<file path="src/rtl/tally_pkg.sv">
package tally_pkg;
  typedef enum logic [1:0] {
    ST_IDLE = 2'd0,
    ST_RUN  = 2'd1,
    ST_DONE = 2'd2
  } run_state_t;
endpackage

</file>
<file path="src/rtl/tally_ctrl.sv">
module tally_ctrl
  import tally_pkg::*;
#(
  parameter int CNT_W = 16
) (
  input  logic             clk,
  input  logic             rst,
  input  logic             start,
  input  logic [CNT_W-1:0] trial_count,
  input  logic             sample_valid,
  output logic             accept,
  output logic             clear,
  output logic             done,
  output logic [CNT_W-1:0] midpoint
);
  run_state_t       state;
  logic [CNT_W-1:0] target;
  logic [CNT_W-1:0] seen;
  logic [CNT_W-1:0] seen_next;

  assign clear     = start;
  assign accept    = sample_valid && (state == ST_RUN) && !start;
  assign seen_next = seen + 1'b1;
  assign done      = (state == ST_DONE);

  always_ff @(posedge clk) begin
    if (rst) begin
      state    <= ST_IDLE;
      target   <= '0;
      seen     <= '0;
      midpoint <= '0;
    end else if (start) begin
      target   <= trial_count;
      midpoint <= trial_count >> 1;
      seen     <= '0;
      state    <= (trial_count == '0) ? ST_DONE : ST_RUN;
    end else if (accept) begin
      seen <= seen_next;
      if (seen_next == target) state <= ST_DONE;
    end
  end

  // while running the accepted count stays below the target
  assert_seen_bound_R5: assert property (@(posedge clk) disable iff (rst)
    (state == ST_RUN) |-> (seen < target));

  // done holds until a new start
  assert_done_hold_R5: assert property (@(posedge clk) disable iff (rst)
    (done && !start) |=> done);

  // a start restarts the accepted count
  assert_start_rearm_R2: assert property (@(posedge clk) disable iff (rst)
    start |=> (seen == '0) && (midpoint == ($past(trial_count) >> 1)));
endmodule

</file>
<file path="src/rtl/tally_bank.sv">
module tally_bank #(
  parameter int WORD_W = 32,
  parameter int CNT_W  = 16
) (
  input  logic                         clk,
  input  logic                         rst,
  input  logic                         clear,
  input  logic                         accept,
  input  logic [WORD_W-1:0]            sample,
  output logic [WORD_W-1:0][CNT_W-1:0] tallies
);
  for (genvar g = 0; g < WORD_W; g++) begin : g_bit
    always_ff @(posedge clk) begin
      if (rst || clear) tallies[g] <= '0;
      else if (accept && sample[g]) tallies[g] <= tallies[g] + 1'b1;
    end

    // without a clear a counter advances by zero or one per cycle
    assert_step_R3: assert property (@(posedge clk) disable iff (rst)
      !clear |=> (tallies[g] == $past(tallies[g])) ||
                 (tallies[g] == $past(tallies[g]) + 1'b1));

    // without an accepted sample a counter holds
    assert_hold_R4: assert property (@(posedge clk) disable iff (rst)
      (!accept && !clear) |=> $stable(tallies[g]));
  end
endmodule

</file>
<file path="src/rtl/tally_readout.sv">
module tally_readout #(
  parameter int WORD_W = 32,
  parameter int CNT_W  = 16,
  parameter int IDX_W  = 5
) (
  input  logic                         clk,
  input  logic                         rst,
  input  logic [WORD_W-1:0][CNT_W-1:0] tallies,
  input  logic [CNT_W-1:0]             midpoint,
  input  logic [IDX_W-1:0]             rd_idx,
  output logic [CNT_W-1:0]             rd_tally,
  output logic [CNT_W-1:0]             rd_dev
);
  logic [CNT_W-1:0] sel;
  logic [CNT_W-1:0] gap;

  always_comb begin
    sel = '0;
    for (int k = 0; k < WORD_W; k++)
      if (rd_idx == IDX_W'(k)) sel = tallies[k];
    gap = (sel >= midpoint) ? (sel - midpoint) : (midpoint - sel);
  end

  always_ff @(posedge clk) begin
    if (rst) begin
      rd_tally <= '0;
      rd_dev   <= '0;
    end else begin
      rd_tally <= sel;
      rd_dev   <= gap;
    end
  end

  // the deviation and the tally sum back to the midpoint or differ by it
  assert_dev_consistent_R8: assert property (@(posedge clk) disable iff (rst)
    1'b1 |=> ((rd_tally + rd_dev == $past(midpoint)) ||
              (rd_tally - rd_dev == $past(midpoint))));
endmodule

</file>
<file path="src/rtl/bit_tally_unit.sv">
module bit_tally_unit #(
  parameter int WORD_W = 32,
  parameter int CNT_W  = 16,
  parameter int IDX_W  = (WORD_W > 1) ? $clog2(WORD_W) : 1
) (
  input  logic              clk,
  input  logic              rst,
  input  logic              start,
  input  logic [CNT_W-1:0]  trial_count,
  input  logic [WORD_W-1:0] sample,
  input  logic              sample_valid,
  output logic              done,
  input  logic [IDX_W-1:0]  rd_idx,
  output logic [CNT_W-1:0]  rd_tally,
  output logic [CNT_W-1:0]  rd_dev
);
  logic                         accept;
  logic                         clear;
  logic [CNT_W-1:0]             midpoint;
  logic [WORD_W-1:0][CNT_W-1:0] tallies;

  tally_ctrl #(.CNT_W(CNT_W)) u_ctrl (
    .clk(clk), .rst(rst), .start(start), .trial_count(trial_count),
    .sample_valid(sample_valid), .accept(accept), .clear(clear),
    .done(done), .midpoint(midpoint)
  );

  tally_bank #(.WORD_W(WORD_W), .CNT_W(CNT_W)) u_bank (
    .clk(clk), .rst(rst), .clear(clear), .accept(accept),
    .sample(sample), .tallies(tallies)
  );

  tally_readout #(.WORD_W(WORD_W), .CNT_W(CNT_W), .IDX_W(IDX_W)) u_rd (
    .clk(clk), .rst(rst), .tallies(tallies), .midpoint(midpoint),
    .rd_idx(rd_idx), .rd_tally(rd_tally), .rd_dev(rd_dev)
  );

  // done can only rise after a run or a start
  assert_done_rise_R5: assert property (@(posedge clk) disable iff (rst)
    $rose(done) |-> ($past(start) || $past(accept)));

  // nothing is accepted while done is set and no start is given
  assert_no_accept_after_done_R4: assert property (@(posedge clk) disable iff (rst)
    (done && !start) |-> !accept);
endmodule

</file>
<file path="config.mk">
export PLATFORM = sky130hd
export DESIGN_NAME = bit_tally_unit
export DESIGN_NICKNAME = d
export VERILOG_FILES = /design/src/rtl/tally_pkg.sv /design/src/rtl/tally_ctrl.sv /design/src/rtl/tally_bank.sv /design/src/rtl/tally_readout.sv /design/src/rtl/bit_tally_unit.sv
export SDC_FILE = /design/constraint.sdc
export NUM_CORES = 1
export LEC_CHECK = 0
export BUFFER_PORTS_ARGS = -buffer_cell sky130_fd_sc_hd__buf_2
export CORE_ASPECT_RATIO = 0.8
export CORE_MARGIN = 3
export CORE_UTILIZATION = 40
export CTS_CLUSTER_DIAMETER = 60
export DETAILED_ROUTE_END_ITERATION = 8
export PLACE_DENSITY = 0.6
export SYNTH_ARGS = -nofsm -noshare
export SYNTH_HDL_FRONTEND = slang
export SYNTH_SLANG_ARGS = --single-unit
</file>
<file path="constraint.sdc">
create_clock -name clk -period 8.9 [get_ports clk]
set_input_delay 2.67 -clock clk [delete_from_list [all_inputs] [get_ports clk]]
set_output_delay 2.67 -clock clk [all_outputs]
set_load 0.01 [all_outputs]
</file>
==> impl_metrics.yaml <==
hold_path:
  worstHoldPathType: "reg -> reg"
  worstHoldStart: "u_bank.tallies[326]"
pwr:
  powerDensity_mw_per_mm2: 170
  cellLeakagePower_nw: 12.1
  total_power_mw: 5.88
  ir_drop_v: 0.000132
critical_path:
  crit_type: "in -> reg"
  cp_max_fo: 53
  arrival_ns: 8.88
  regToRegStartpoint: "u_bank.tallies[1]"
  start_kind: "input pin"
  cp-startpoint: "rd_idx[1]"
  endpoint_kind: "flop"
  crit_required_ns: 9.48
cts:
  htree_levels: 2
  clock_latency_ns: 0.67
  postCtsSetupRepairBufs: 0
  numCtsBuffers: 61
  clockBufferDepth: 3
  cts.sinks: 578
  cts_resized: 0
  cts-hold-fix-buffers: 0
  cts_tree: "yes"
  clk_pin_slew_ns: 0.06
  root_buffer: "clkbuf_16"
detailed_routing:
  avgViaCountPerCell: 5.77
  routedWlPerCell_um: 21.5
  vias: 28500
  drtIter0Drc: 3519
  firstDrtPassIters: 7
  ant_nets: 0
  drt-total-wl_um: 106000
  drt_drc_violations_left: 0
synth:
  synth_edf_count: 0
  synth-async-reset-ratio_pct: 0
  synth_flop_cell: "dfxtp_1"
  ys_ff_latch: 578
  syn_area_mm2: 0.0313
  synth-seq-area-share_pct: 36.9
  synth_cell_types: 85
  avgSynthCellArea_um2: 8.05
  synth_cells: 3892
  synth_warnings: 0
  syn-num-nets: 4014
floorplanning:
  rows: 91
  initial_core_util_pct: 40.5
  die_y_um: 256
  die_w_um: 319
  pin_count: 90
  die-area_mm2: 0.0817
  coreArea_mm2: 0.0773
placement:
  port_buffers: 89
  place.gp.congestion: 1.00
  dp_hpwl_um: 78400
run_status:
  status: "finished clean"
global_route:
  grt_use_total_pct: 25.1
  antenna_found_initial: 4
  grt_pass1_vias: 25300
  grt_pass1_wl_um: 160000
  grt_max_degree: 192
  gr-total-overflow: 0
cells_and_area:
  syn_to_final_growth_pct: 10.7
  n_antenna_cell: 0
  drive_gt1_share_pct: 7.64
  final_nets: 4008
timing:
  setup_tns_ns: 0
  min_period_over_period_pct: 93.3
  period_needed_ns: 8.31
  finClkSkew_ns: 0.0404
  relSlewSlack_pct: 38.1
  hold_viol: 0
  slew_violations: 0
  setup_violations: 0
  rsz0062_at_grt: "no"
  fmax_mhz: 120
  tightestPinTransition_ns: 0.928
flow_run:
  maxCapViolCount: 0
-- worst paths after layout --
path	to	slack (ns)	cells past startpoint
max reg2reg	u_rd.rd_dev[12]	2.93	17
min	u_bank.tallies[326]	0.49	2
max	u_rd.rd_dev[12]	0.59	19
min reg2reg	u_bank.tallies[326]	0.49	2
-- metal layers --
layer  vias up  share of wire, %  global-route usage (%)
li1      13600                 -                       -
met1     13600                49                    39.4
met2      1182                39                    33.8
met3       143                11                    6.08
met4         4               2.0                    5.47
met5         -             0.023                       0
-- Yosys cell counts, types with 35 or more instances --
library cell | count | area share (%)
a21oi_1 | 223 | 3.6
dfxtp_1 | 578 | 37
inv_1 | 76 | 0.91
and3_1 | 94 | 1.9
nand2_1 | 325 | 3.9
nand4_1 | 103 | 2.1
xnor2_1 | 130 | 3.6
o21ai_0 | 228 | 3.6
nor3_1 | 46 | 0.73
or3_1 | 97 | 1.9
ha_1 | 63 | 2.5
xor2_1 | 309 | 8.6
nand3_1 | 199 | 3.2
clkbuf_1 | 152 | 1.8
nor2_1 | 642 | 7.7
buf_2 | 42 | 0.67
and2_1 | 35 | 0.70
mux2i_1 | 92 | 2.9
-- stage by stage --
step | setup WS [ns] | cells | cell area, µm² | util (%) | hold WS, ns
3_3_place_gp | 0.355 | 4846 | 32700 | 42.2 | 0.469
3_5_place_dp | 0.151 | 4846 | 32700 | 42.2 | 0.479
2_1_floorplan | 1.41 | 3892 | 31300 | - | 0.458
6_report | 0.595 | 4951 | 34700 | 44.8 | 0.488
4_1_cts | 0.784 | 4951 | 34700 | 44.8 | 0.488
5_1_grt | 0.271 | 4951 | 34700 | 44.8 | 0.527
-- critical path: stages --
cell and delay [ns]:
buf_6 0.40, buf_4 0.40, mux4_2 0.38, nand2_1 0.10
a22oi_1 0.12, o21ai_0 0.35, a32oi_1 0.19, o221ai_1 0.54
a22o_1 0.41, inv_1 0.12, fa_1 0.43, a21o_1 0.23
a221oi_2 0.36, a21oi_1 0.24, o2111a_1 0.33, nor3_1 0.42
nand3_1 0.48, or4_1 0.61, nand4_1 0.10
-- logic make-up (layout without fill, tap and decap cells) --
group / count (synthesis) / in the layout / share of synthesized area [%]
adder cells (fa/ha/maj): 65 / 65 / 2.64
XOR/XNOR: 439 / 439 / 12.3
multiplexers: 126 / 126 / 4.88
buffers and inverters: 292 / 328 / 3.88
flip-flops: 578 / 578 / 36.9
AO/OA/AOI/OAI: 731 / 731 / 14.4
AND/OR/NAND/NOR: 1661 / 1661 / 25.0
-- sequential cells by signal, summed over array words and instances, names as in the netlist --
signal / cells
u_ctrl.state: 2
u_ctrl.seen: 16
u_rd.rd_tally: 16
u_bank.tallies: 512
u_ctrl.target: 16
u_rd.rd_dev: 16
-- power by group --
part           internal [mW]  switching (mW)  total (mW)
logic                  0.208           0.407       0.615
clock network           1.52            1.10        2.62
registers               2.62          0.0240        2.65
-- layout make-up --
type                    instances  area, µm²
clock inverters                22        330
inverters                      77        289
flip-flops and latches        578      11600
fillers                      7692      42600
multi-input cells            3022      18600
well taps                    1023       1280
clock buffers                  83       1680
repair buffers                146        965
-- placed cells by master, fill, tap and decap left out, types with 14 or more instances in the layout --
cell type / Yosys / final
nor3_1: 46 / 46
o221ai_1: 16 / 16
buf_4: 10 / 51
o211ai_1: 17 / 17
nand3_1: 199 / 199
nand2_1: 325 / 325
a21o_1: 19 / 19
clkbuf_1: 152 / 15
mux4_2: 20 / 20
mux2_2: 14 / 14
a21oi_1: 223 / 223
nor2b_1: 25 / 23
a31oi_1: 14 / 14
buf_2: 42 / 87
a221oi_1: 15 / 15
xor2_1: 309 / 309
ha_1: 63 / 63
and4_1: 25 / 25
xnor2_1: 130 / 130
nor2_1: 642 / 642
a22oi_1: 23 / 23
dfxtp_1: 578 / 578
and2_1: 35 / 35
a211oi_1: 26 / 26
clkbuf_16: 0 / 61
mux2i_1: 92 / 92
nand4_1: 103 / 103
or3_1: 97 / 97
inv_1: 76 / 75
o21ai_0: 228 / 228
o22ai_1: 31 / 31
nand2b_1: 16 / 16
and3_1: 94 / 94
(Power assumes the default switching activity.)
